[src/rtl/lbrx_pkg.sv]
// Shared types for the break-detecting receiver.
// Assumes: used by every module under lin_break_rx.
package lbrx_pkg;
    typedef enum logic [1:0] {
        FR_IDLE,
        FR_START,
        FR_DATA,
        FR_STOP
    } fr_state_t;

    localparam int CLR_BRK = 0;
    localparam int CLR_FE  = 1;
    localparam int CLR_OVR = 2;
endpackage

[src/rtl/lbrx_sync.sv]
// Synchronizer chain that brings the asynchronous line into the clock domain.
// Assumes: the line idles high, so every stage resets to 1.
module lbrx_sync #(
    parameter int STAGES = 2
) (
    input  logic clk,
    input  logic rst_n,
    input  logic d_i,
    output logic q_o
);
    logic [STAGES-1:0] chain;

    generate
        for (genvar g = 0; g < STAGES; g++) begin : g_stage
            // Move the line one stage further per clock.
            always_ff @(posedge clk) begin
                if (!rst_n) chain[g] <= 1'b1;
                else if (g == 0) chain[g] <= d_i;
                else chain[g] <= chain[(g == 0) ? 0 : g-1];
            end
        end
    endgenerate

    assign q_o = chain[STAGES-1];
endmodule

[src/rtl/lbrx_frame.sv]
// Frame decoder. It finds a start bit, samples the data bits LSB first at
// mid-bit, and checks the stop bit. Assumes OVS >= 4 and DATA_BITS >= 2. It
// acts only on tick cycles. done_o pulses for one clock with the word and its
// format-error bit.
module lbrx_frame
    import lbrx_pkg::*;
#(
    parameter int OVS       = 16,
    parameter int DATA_BITS = 8
) (
    input  logic                 clk,
    input  logic                 rst_n,
    input  logic                 tick_i,
    input  logic                 rx_i,
    output logic                 done_o,
    output logic [DATA_BITS-1:0] data_o,
    output logic                 fe_o
);
    localparam int CW = $clog2(OVS);
    localparam int IW = $clog2(DATA_BITS);
    localparam logic [CW-1:0] HALF_LAST = CW'(OVS/2 - 1);
    localparam logic [CW-1:0] FULL_LAST = CW'(OVS - 1);
    localparam logic [IW-1:0] IDX_LAST  = IW'(DATA_BITS - 1);

    fr_state_t            state;
    logic [CW-1:0]        cnt;
    logic [IW-1:0]        idx;
    logic [DATA_BITS-1:0] shreg;
    logic                 armed;

    // Step the frame state machine on every oversampling tick.
    always_ff @(posedge clk) begin
        if (!rst_n) begin
            state  <= FR_IDLE;
            cnt    <= '0;
            idx    <= '0;
            shreg  <= '0;
            armed  <= 1'b0;
            done_o <= 1'b0;
            data_o <= '0;
            fe_o   <= 1'b0;
        end else begin
            done_o <= 1'b0;
            if (tick_i) begin
                unique case (state)
                    FR_IDLE: begin
                        if (rx_i) begin
                            armed <= 1'b1;
                        end else if (armed) begin
                            armed <= 1'b0;
                            cnt   <= '0;
                            state <= FR_START;
                        end
                    end
                    FR_START: begin
                        if (cnt == HALF_LAST) begin
                            cnt   <= '0;
                            idx   <= '0;
                            state <= rx_i ? FR_IDLE : FR_DATA;
                        end else begin
                            cnt <= cnt + 1'b1;
                        end
                    end
                    FR_DATA: begin
                        if (cnt == FULL_LAST) begin
                            cnt   <= '0;
                            shreg <= {rx_i, shreg[DATA_BITS-1:1]};
                            if (idx == IDX_LAST) state <= FR_STOP;
                            else idx <= idx + 1'b1;
                        end else begin
                            cnt <= cnt + 1'b1;
                        end
                    end
                    FR_STOP: begin
                        if (cnt == FULL_LAST) begin
                            cnt    <= '0;
                            done_o <= 1'b1;
                            data_o <= shreg;
                            fe_o   <= ~rx_i;
                            state  <= FR_IDLE;
                        end else begin
                            cnt <= cnt + 1'b1;
                        end
                    end
                    default: state <= FR_IDLE;
                endcase
            end
        end
    end
endmodule

[src/rtl/lbrx_break.sv]
// Break detector. It counts whole low bit times at mid-bit, measured from
// the first low tick of a run. Any high tick sample resets the count.
// brk_o pulses once when BREAK_BITS is reached; the count then saturates,
// so one run gives one pulse. Assumes OVS >= 4.
module lbrx_break #(
    parameter int OVS        = 16,
    parameter int BREAK_BITS = 11
) (
    input  logic clk,
    input  logic rst_n,
    input  logic tick_i,
    input  logic rx_i,
    output logic brk_o
);
    localparam int CW = $clog2(OVS);
    localparam int BW = $clog2(BREAK_BITS + 1);
    localparam logic [CW-1:0] MID       = CW'(OVS/2);
    localparam logic [CW-1:0] FULL_LAST = CW'(OVS - 1);
    localparam logic [BW-1:0] BITS_MAX  = BW'(BREAK_BITS);
    localparam logic [BW-1:0] BITS_PRE  = BW'(BREAK_BITS - 1);

    logic [CW-1:0] phase;
    logic [BW-1:0] bits;

    // Track the phase within a bit and the number of whole low bits.
    always_ff @(posedge clk) begin
        if (!rst_n) begin
            phase <= '0;
            bits  <= '0;
            brk_o <= 1'b0;
        end else begin
            brk_o <= 1'b0;
            if (tick_i) begin
                if (rx_i) begin
                    phase <= '0;
                    bits  <= '0;
                end else begin
                    phase <= (phase == FULL_LAST) ? '0 : phase + 1'b1;
                    if (phase == MID && bits != BITS_MAX) begin
                        bits <= bits + 1'b1;
                        if (bits == BITS_PRE) brk_o <= 1'b1;
                    end
                end
            end
        end
    end
endmodule

[src/rtl/lin_break_rx.sv]
// Top of the break-detecting serial receiver. It joins the synchronizer,
// frame decoder and break detector, and holds the receive buffer and the
// write-one-to-clear status flags. Assumes os_tick_i is a one-clock strobe
// at OVS times the bit rate.
module lin_break_rx
    import lbrx_pkg::*;
#(
    parameter int OVS         = 16,
    parameter int DATA_BITS   = 8,
    parameter int BREAK_BITS  = 11,
    parameter int SYNC_STAGES = 2
) (
    input  logic                 clk,
    input  logic                 rst_n,
    input  logic                 rx_i,
    input  logic                 os_tick_i,
    input  logic                 rd_take_i,
    input  logic [2:0]           clr_i,
    input  logic                 irq_en_i,
    output logic [DATA_BITS-1:0] rd_data_o,
    output logic                 rd_valid_o,
    output logic                 sts_brk_o,
    output logic                 sts_fe_o,
    output logic                 sts_ovr_o,
    output logic                 irq_o
);
    logic                 rx_sync;
    logic                 word_done;
    logic [DATA_BITS-1:0] word_data;
    logic                 word_fe;
    logic                 brk_pulse;
    logic                 buf_full;

    lbrx_sync #(.STAGES(SYNC_STAGES)) i_sync (
        .clk   (clk),
        .rst_n (rst_n),
        .d_i   (rx_i),
        .q_o   (rx_sync)
    );

    lbrx_frame #(.OVS(OVS), .DATA_BITS(DATA_BITS)) i_frame (
        .clk    (clk),
        .rst_n  (rst_n),
        .tick_i (os_tick_i),
        .rx_i   (rx_sync),
        .done_o (word_done),
        .data_o (word_data),
        .fe_o   (word_fe)
    );

    lbrx_break #(.OVS(OVS), .BREAK_BITS(BREAK_BITS)) i_break (
        .clk    (clk),
        .rst_n  (rst_n),
        .tick_i (os_tick_i),
        .rx_i   (rx_sync),
        .brk_o  (brk_pulse)
    );

    // Load the receive buffer and track whether it has been read.
    always_ff @(posedge clk) begin
        if (!rst_n) begin
            rd_data_o  <= '0;
            rd_valid_o <= 1'b0;
            buf_full   <= 1'b0;
        end else begin
            rd_valid_o <= word_done;
            if (word_done) begin
                rd_data_o <= word_data;
                buf_full  <= 1'b1;
            end else if (rd_take_i) begin
                buf_full <= 1'b0;
            end
        end
    end

    // Sticky flags: a set in a cycle wins over a clear in that cycle.
    always_ff @(posedge clk) begin
        if (!rst_n) begin
            sts_brk_o <= 1'b0;
            sts_fe_o  <= 1'b0;
            sts_ovr_o <= 1'b0;
        end else begin
            sts_brk_o <= brk_pulse | (sts_brk_o & ~clr_i[CLR_BRK]);
            sts_fe_o  <= (word_done & word_fe) | (sts_fe_o & ~clr_i[CLR_FE]);
            sts_ovr_o <= (word_done & buf_full & ~rd_take_i)
                       | (sts_ovr_o & ~clr_i[CLR_OVR]);
        end
    end

    // Raise the protocol interrupt from the break flag when enabled.
    always_comb irq_o = sts_brk_o & irq_en_i;
endmodule

[config.mk]
export PLATFORM = sky130hd
export DESIGN_NAME = lin_break_rx
export DESIGN_NICKNAME = d
export VERILOG_FILES = /design/src/rtl/lbrx_pkg.sv /design/src/rtl/lbrx_sync.sv /design/src/rtl/lbrx_frame.sv /design/src/rtl/lbrx_break.sv /design/src/rtl/lin_break_rx.sv
export SDC_FILE = /design/constraint.sdc
export NUM_CORES = 1
export LEC_CHECK = 0
export BUFFER_PORTS_ARGS = -buffer_cell sky130_fd_sc_hd__buf_2
export CORE_MARGIN = 2
export CORE_UTILIZATION = 59
export CTS_CLUSTER_DIAMETER = 100
export CTS_CLUSTER_SIZE = 16
export DETAILED_ROUTE_END_ITERATION = 16
export PLACE_DENSITY = 0.8
export SYNTH_ARGS = -nofsm -noshare
export SYNTH_HDL_FRONTEND = slang
export SYNTH_HIERARCHICAL = 1
export SYNTH_SLANG_ARGS = --single-unit
[constraint.sdc]
create_clock -name clk -period 2.25 [get_ports clk]
set_input_delay 0.45 -clock clk [delete_from_list [all_inputs] [get_ports clk]]
set_output_delay 0.45 -clock clk [all_outputs]
set_load 0.01 [all_outputs]
Word-level counts from Yosys, hierarchy flattened

Cells that the tools add are included.

Register bits after elaboration: 52
Bits of input ports: 9
Output and inout bits: 13
Logic and storage cells: 99

Add/sub/neg operators: 4
Equality and inequality tests: 17
Mux-type cells: 26
Bitwise operators: 18
Reductions and logical operators: 15

Operators with widths:

| operator            | count |
|---|---|
| $mux 4              | 8 |
| $eq 4x4->1 const B  | 4 |
| $mux 2              | 7 |
| $add 4x1->4 const B | 3 |
| $pmux 4 s3          | 1 |
| $reduce_and 3->1    | 4 |
| $ne 2x1->1 const B  | 5 |
| $mux 3              | 3 |
| $not 1->1           | 8 |
| $pmux 2 s4          | 1 |
| $and 1x1->1         | 7 |
| $reduce_and 7->1    | 1 |
| $pmux 3 s2          | 1 |
| $reduce_bool 2->1   | 3 |
| $mux 1              | 5 |
| $reduce_and 5->1    | 1 |
| $eq 2x2->1 const B  | 2 |
| $eq 4x3->1 const B  | 1 |
| $ne 2x2->1 const B  | 2 |
| $ne 4x4->1 const B  | 1 |
| $reduce_and 2->1    | 2 |
| $reduce_or 4->1     | 1 |
| $add 3x1->3 const B | 1 |
| $eq 3x3->1 const B  | 1 |
| 5 further kinds     | 7 |

Logic depth before layout (Yosys ltp)

Gate-level depths: netlist of run 1.

Depth after elaboration: 4
Depth in mapped cells: 6

Modules after synthesis

Netlist of run 1, hierarchy kept.

Modules (own cells, without submodules):

| module       | instances | cells an instance | area an instance (um2) | seq. area each (um2) |
|---|---|---|---|---|
| lbrx_frame   | 1         | 128               | 1217.4                 | 560.5 |
| lbrx_break   | 1         | 57                | 531.8                  | 180.2 |
| lin_break_rx | 1         | 42                | 479.2                  | 260.2 |
| lbrx_sync    | 1         | 4                 | 52.6                   | 40.0 |

Least setup slack after synthesis of run 1

Ideal clock, no wire load.

Kind: input port to flip-flop
Start: input os_tick_i
End: register i_frame.shreg[0]
Library setup time: 128 ps
Data arrival time: 1339 ps
Required time: 2122 ps
Setup slack: 784 ps
Stages on the path: 5
Cells stage by stage: buf_2 > nand2_1 > nor3_4 > mux2i_1 > nor2_1

Longest elaborated chain between the ends: 1

RTL lines:

| what                              | line               | source |
|---|---|---|
| start, declared                   | lin_break_rx.sv:16 | `input logic os_tick_i,` |
| $reduce_and 3->1 (no source line) | --                 |  |
| end signal, assigned              | lbrx_frame.sv:67   | `shreg <= {rx_i, shreg[DATA_BITS-1:1]};` |
| end, declared                     | lbrx_frame.sv:28   | `logic [DATA_BITS-1:0] shreg;` |

Every way passes these cells.
A chain may end at the register's enable or synchronous reset.

==> results of run 1 <==
==> area by class of cell <==
cell class	instances	share of cell area, %
Clock buffer	5	2.73
Clock inverter	3	1.04
Inverter	7	1.04
Multi-Input combinational cell	164	46.4
Sequential cell	52	41.3
Tap cell	48	2.38
Timing Repair Buffer	24	5.06
==> state kept, by name (all words and copies together), names as in the netlist, 3 cells and up, named ones only <==
register        cells
i_frame/idx         3
i_frame/data_o      8
i_break/bits        4
i_frame/shreg       8
rd_data_o           8
i_break/phase       4
i_frame/cnt         4
==> worst max-delay path, cell delays in order (launching register included) <==
cell	delay (ns)
dfxtp_1	0.55
nand2b_1	0.20
nor3_4	0.48
mux2i_1	0.25
nor2_1	0.05
==> per-layer routing <==
| metal | track usage (%) | wire (microns) | up-vias |
|---|---|---|---|
| met2 | 32.9 | 1780 | 23 |
| met4 | 9.18 | 65 | 0 |
| met3 | 4.26 | 138 | 7 |
| li1 | - | - | 855 |
| met5 | 0 | 0 | - |
| met1 | 25.6 | 1820 | 760 |
==> per-stage QoR <==
stage / instances / worst slack [ns]
3_5_place_dp: 295 / 0.516
3_3_place_gp: 295 / 0.548
6_report: 303 / 0.617
4_1_cts: 303 / 0.593
2_1_floorplan: 231 / 0.784
5_1_grt: 303 / 0.449
==> synth_stat cells (3+ instances only) <==
library cell and n:
a21oi_1 4, and2b_2 4, clkbuf_1 3, dfxtp_1 52, ha_1 7, inv_1 7, mux2i_1 29, nand2_1 14
nand2b_1 4, nand3_1 6, nand3b_1 3, nor2_1 26, nor2b_1 14, nor3_1 3, nor4_1 3, o21a_1 4
o21ai_1 3, o31a_1 3, or3_1 3
==> worst min-delay path by stage <==
stage	startpoint	end	slack, ns	cells after the start
after floorplan	i_sync/chain[0]$_SDFF_PN1_	i_sync/q_o$_SDFF_PN1_	0.39	1
after global placement	i_sync/chain[0]$_SDFF_PN1_	i_sync/q_o$_SDFF_PN1_	0.39	1
after detailed placement	i_sync/chain[0]$_SDFF_PN1_	i_sync/q_o$_SDFF_PN1_	0.39	1
after CTS	rx_i	i_sync/chain[0]$_SDFF_PN1_	0.31	2
after global routing	rx_i	i_sync/chain[0]$_SDFF_PN1_	0.32	2
final	rx_i	i_sync/chain[0]$_SDFF_PN1_	0.32	2
==> power groups by stage <==
stage	logic, mW	registers, mW	clock network (mW)
floorplan	0.0289	0.948	0
global placement	0.0470	0.949	0
detailed placement	0.0475	0.949	0
CTS	0.0478	0.928	0.557
global route	0.0528	0.929	0.615
finish	0.0470	0.928	0.547
==> cells by family (layout without fill, tap and decap cells) <==
group	after synthesis	in the layout
flops	52	52
xor+xnor	1	1
buf+inv	15	39
fa+ha+maj	7	7
simple gates	95	95
compound gates	32	32
mux	29	29
==> metrics, run 1 <==
Setup TNS Final=0 ns; # resized after CTS=0; Seq cells post-synth=52; max-slew violation count=0; CTS H-tree depth=2; DIE AREA=0.00438 sq mm; skew final=0.0130 ns; DIE HEIGHT=66.2 microns; most frequent cells in the layout=52 x dfxtp_1, 29 x mux2i_1, 26 x nor2_1; complex-gate fraction of the synthesized area=10.4%; post-synth top area cell=dfxtp_1; wire length per cell=around 13 microns; Internal Power=roughly 1.2 mW; Ant. Diodes=0; total grt overflow=0; Worst R2R End=i_frame/shreg[3]$_SDFFE_PN0P_; Worst-Skew Late Latency=0.31 ns; largest cells by area after synthesis=dfxtp_1 46%, mux2i_1 13%, nor2_1 4.3%; Initial Utilization=between 60% and 70%; share of power burned in registers=between 60% and 70%; Post-CTS Repair Setup Buffers=0; R2R cell count=4; synth warn=6; first-pass GRT wire length=6670 microns; crit path max fanout=11; Comb power frac=under 10%; Total GRT Usage=20.2%; Clk pwr share=between 30% and 40%; die width=66.2 microns; Achievable Freq=613 MHz; VDD IR-drop max=about 0.00041 V; FFs w/ async S/R, synth=0%; post-synthesis mux area share=12.7%; critical path launch point type=flip-flop; Setup crit end=i_frame/shreg[3]$_SDFFE_PN0P_; ys flop type=dfxtp_1; switching portion of total power=between 20% and 30%; Post-DRT Antenna Nets=0; fin crit period=around 1.6 ns; footprint of the multi-input gates=0.00117 sq mm; final hold violation count=0; CTS Buffer Depth=2; largest net degree at the start of global routing=23; layout cell share with drive strength beyond 1=between 10% and 20%; Clock Sinks=52; Area Overhead vs Synth=10.5%; Post-synth EDFFs=0; CORE AREA=approximately 0.0037 sq mm; Avg Inst Size Synth=about 10 sq um; MaxCap Viol Count=0; crit end category=flip-flop; clk root buf=clkbuf_8; # DRC=0; Hold Slack=0.315 ns; Worst-path clk slew=approximately 0.09 ns; Cell variety after synth=roughly 50; Layout Nets=270; Slew headroom=about three fifths; Synth Area in Adders=3.84%; largest family of logic cells by synthesized area=simple AND/OR/NAND/NOR gates; CP arrival=~1.8 ns; most common cell after layout, fill and taps aside=dfxtp_1; port bufs=21; Routed WL=3810 microns; Synth Cell Area=between 0.002 and 0.0025 sq mm; crit path kind=flip-flop to flip-flop; drt pass-1 iters=4; final period utilization=72.6%; initial antenna violation count=0; hpwl dp=roughly 2700 microns; post-route design area=about 0.0025 sq mm; Register Area=0.00104 sq mm; Cell Area, Placed=around 0.0024 sq mm; CTS Buf Count=5; Reg2Reg Setup Slack=0.62 ns; total number of vias=about 1.6k; cells after synthesis=231; Post-Synth Simple-Gate Area=between 20% and 30%; Iter 0 DRT Violations=54; Worst EP required=around 2.5 ns; Least-Margin Pin Slew=between 0.5 and 0.6 ns; pwr dens=roughly 600 mW/mm^2; status=finished clean; I/O Pins=22; total power=1.52 mW; unrepaired setup endpoints after global routing=false; Min-Delay Path Class=input pin to flip-flop; hold buffer count at cts=0; drt via density=5.43; Synth top area share=45.6%; xor/xnor share of the synthesized area=0.713%; Final Wtd Congestion=~0.85; Static Leak=around 0.98 nW; vias in the first global route=1,474; NetSw=0.352 mW; Rows=22; register area share after synthesis=a little under half; CTS tree=done; Synth Net Count=between 200 and 250; # setup viols final=0; Util after Layout=68.3%; fill cell count=304
Note: power is estimated with default switching activity, not from simulation.
==> run 2: changes to the inputs <==
--- a/config.mk
+++ b/config.mk
@@ -5,13 +5,14 @@
 export SDC_FILE = /design/constraint.sdc
 export NUM_CORES = 1
 export LEC_CHECK = 0
+export ABC_AREA = 1
 export BUFFER_PORTS_ARGS = -buffer_cell sky130_fd_sc_hd__buf_2
 export CORE_MARGIN = 2
-export CORE_UTILIZATION = 59
+export CORE_UTILIZATION = 52
 export CTS_CLUSTER_DIAMETER = 100
 export CTS_CLUSTER_SIZE = 16
 export DETAILED_ROUTE_END_ITERATION = 16
-export PLACE_DENSITY = 0.8
+export PLACE_DENSITY = 0.74
 export SYNTH_ARGS = -nofsm -noshare
 export SYNTH_HDL_FRONTEND = slang
 export SYNTH_HIERARCHICAL = 1
==> constraint.sdc (replaced) <==
create_clock -name clk -period 1.5 [get_ports clk]
set_input_delay 0.3 -clock clk [delete_from_list [all_inputs] [get_ports clk]]
set_output_delay 0.3 -clock clk [all_outputs]
set_load 0.01 [all_outputs]
==> run 2 against run 1 <==
  * Via count grew 12%
  * Worst setup slack lost 0.53 ns
  * Critical endpoint is now i_frame/idx[2]$_SDFFE_PN0P_
  * Critical path type unchanged
  * Non-clock buffer count grew 5
  * Combinational power grew 130%
  * Core utilization shrank 4.8 points
  * Cell count grew 24%
  * Clock-buffer cell count is the same
==> metrics, run 2 <==
Achievable Freq=a little over 700 MHz; layout cell share with drive strength beyond 1=22.1%; hpwl dp=~2900 microns; clk root buf=clkbuf_8; wire length on met2=1840 microns; Slew headroom=between 70% and 80%; Min-Delay Path Class=input pin to flip-flop; met1 WL=around 1900 microns; final hold violation count=0; Static Leak=1.22 nW; FFs w/ async S/R, synth=0%; Area Overhead vs Synth=16.6%; slack of the critical path=approximately 0.09 ns; VDD IR-drop max=around 0.00046 V; drt via density=around 5; crit-path leading delay family=flip-flops; fin crit period=~1.4 ns; Cell Area, Placed=approximately 0.0024 sq mm; Synth Net Count=309; initial antenna violation count=0; post-route design area=approximately 0.0026 sq mm; Post-CTS Repair Setup Buffers=0; Routed WL=~3900 microns; Initial Utilization=~54%; Setup TNS Final=0 ns; critical path launch point type=flip-flop; ys flop type=dfxtp_1; wire length per cell=approximately 10 microns; CTS tree=done; Avg Inst Size Synth=roughly 7.5 sq um; Synth top area share=a little under half; Clock Sinks=52; crit path kind=flip-flop to flip-flop; CTS H-tree depth=2; crit path max fanout=4; register area share after synthesis=a little under half; port bufs=21; Regs by FF count=i_frame/data_o: 8 flops, i_frame/shreg: 8 flops, rd_data_o: 8 flops; Worst-Skew Late Latency=approximately 0.3 ns; most common cell after layout, fill and taps aside=nor2_1; Ant. Diodes=0; DIE HEIGHT=about 69 microns; max-slew violation count=0; total power=around 2.5 mW; Cell variety after synth=28; cells after synthesis=between 200 and 300; Post-DRT Antenna Nets=0; Worst-path clk slew=around 0.09 ns; Hold Slack=around 0.17 ns; pwr dens=956 mW/mm^2; Rows=23; DR top layer=met3; Iter 0 DRT Violations=73; first-pass GRT wire length=roughly 6800 microns; most common cell in the netlist=nor2_1; total number of vias=around 1.8k; skew final=slightly below 0.006 ns; synth warn=6; Least-Margin Pin Slew=between 0.4 and 0.5 ns; Total GRT Usage=between 15 and 20%; # DRC=0; CP arrival=1.62 ns; Final Wtd Congestion=between 0.8 and 0.9; WL met3=around 120 microns; # setup viols final=0; I/O Pins=22; Layout Nets=341; total grt overflow=0; Critical Path Slowest Stage Cell=dfxtp_2; vias in the first global route=around 1.6k; drt pass-1 iters=4; largest net degree at the start of global routing=23; die width=roughly 70 microns; crit-path cells=ha_4 -> ha_2 -> nand3b_1 -> o21ai_2 -> nand2_2 -> o21ai_1 -> nor2_1; commonest cells in the netlist=69 x nor2_1, 52 x dfxtp_1, 31 x inv_1, 31 x nand2_1, 24 x o21ai_0; Post-synth EDFFs=0; Seq cells post-synth=52; crit end category=flip-flop; largest cells by area after synthesis=dfxtp_1 47%, nor2_1 12%, o21ai_0 5.4%; DIE AREA=about 0.0048 sq mm; most frequent cells in the layout=69 x nor2_1, 48 x dfxtp_1, 30 x nand2_1; CP max stage delay=0.35 ns; pre-CTS worst setup slack=-0.0573 ns; Synth Cell Area=about 0.0022 sq mm; CTS Buf Count=5; final period utilization=a little over nine tenths; CTS Buffer Depth=2; MaxCap Viol Count=0; Worst EP required=1.71 ns; CORE AREA=0.00406 sq mm; status=finished clean; crit path buf inv count=0; post-synth top area cell=dfxtp_1
run 2: cells by family after synthesis:
family	count (synthesis)	synth area share [%]
compound gates	58	14.0
xor+xnor	1	0.396
fa+ha+maj	7	3.96
buf+inv	43	8.10
flops	52	47.1
simple gates	132	26.4
run 2: layout make-up:
type,instances,area (sq um)
Clock buffer,5,68.8
Clock inverter,3,46.3
Fill cell,363,1480
Inverter,39,150
Multi-Input combinational cell,198,1030
Sequential cell,52,1050
Tap cell,50,62.6
Timing Repair Buffer,29,178
run 2: routing by layer:
layer	up-vias	GRT usage, %
met4	0	7.84
met5	-	0
met3	0	3.20
li1	1002	-
met1	821	21.9
met2	24	28.0
run 2: worst paths after layout:
check                              startpoint                          end  slack [ns]  cells after the start
setup / recovery  i_frame/idx[0]$_SDFFE_PN0P_  i_frame/idx[2]$_SDFFE_PN0P_        0.09                      7
hold / removal                           rx_i   i_sync/chain[0]$_SDFF_PN1_        0.17                      3
setup reg to reg  i_frame/idx[0]$_SDFFE_PN0P_  i_frame/idx[2]$_SDFFE_PN0P_        0.09                      7
hold reg to reg    i_sync/chain[0]$_SDFF_PN1_        i_sync/q_o$_SDFF_PN1_        0.42                      2
run 2: what timing repair did:
action | in CTS | in global routing
pin swaps | 0 | 4
gates cloned | 0 | 0
endpoints found under the hold margin | 0 | 0
resized for setup | 3 | 18
endpoints found under the setup margin | 5 | 14
hold buffers | 0 | 0
run 2: worst min-delay path, stage by stage:
cell	delay (ns)
buf_2	0.07
inv_1	0.03
nand2_1	0.04
run 2: power by group:
part           internal [mW]  total, mW  leakage, nW  switching [mW]
combinational         0.0398      0.106        0.744          0.0661
sequential              1.39       1.40        0.422         0.00994
clock                  0.503      0.961       0.0548           0.458
total                   1.93       2.47         1.22           0.534
run 2: through the flow:
stage | std cells | utilization [%]
6_report | 376 | 63.5
5_1_grt | 376 | 63.5
3_3_place_gp | 368 | 59.6
3_5_place_dp | 368 | 59.6
2_1_floorplan | 293 | -
4_1_cts | 376 | 62.6
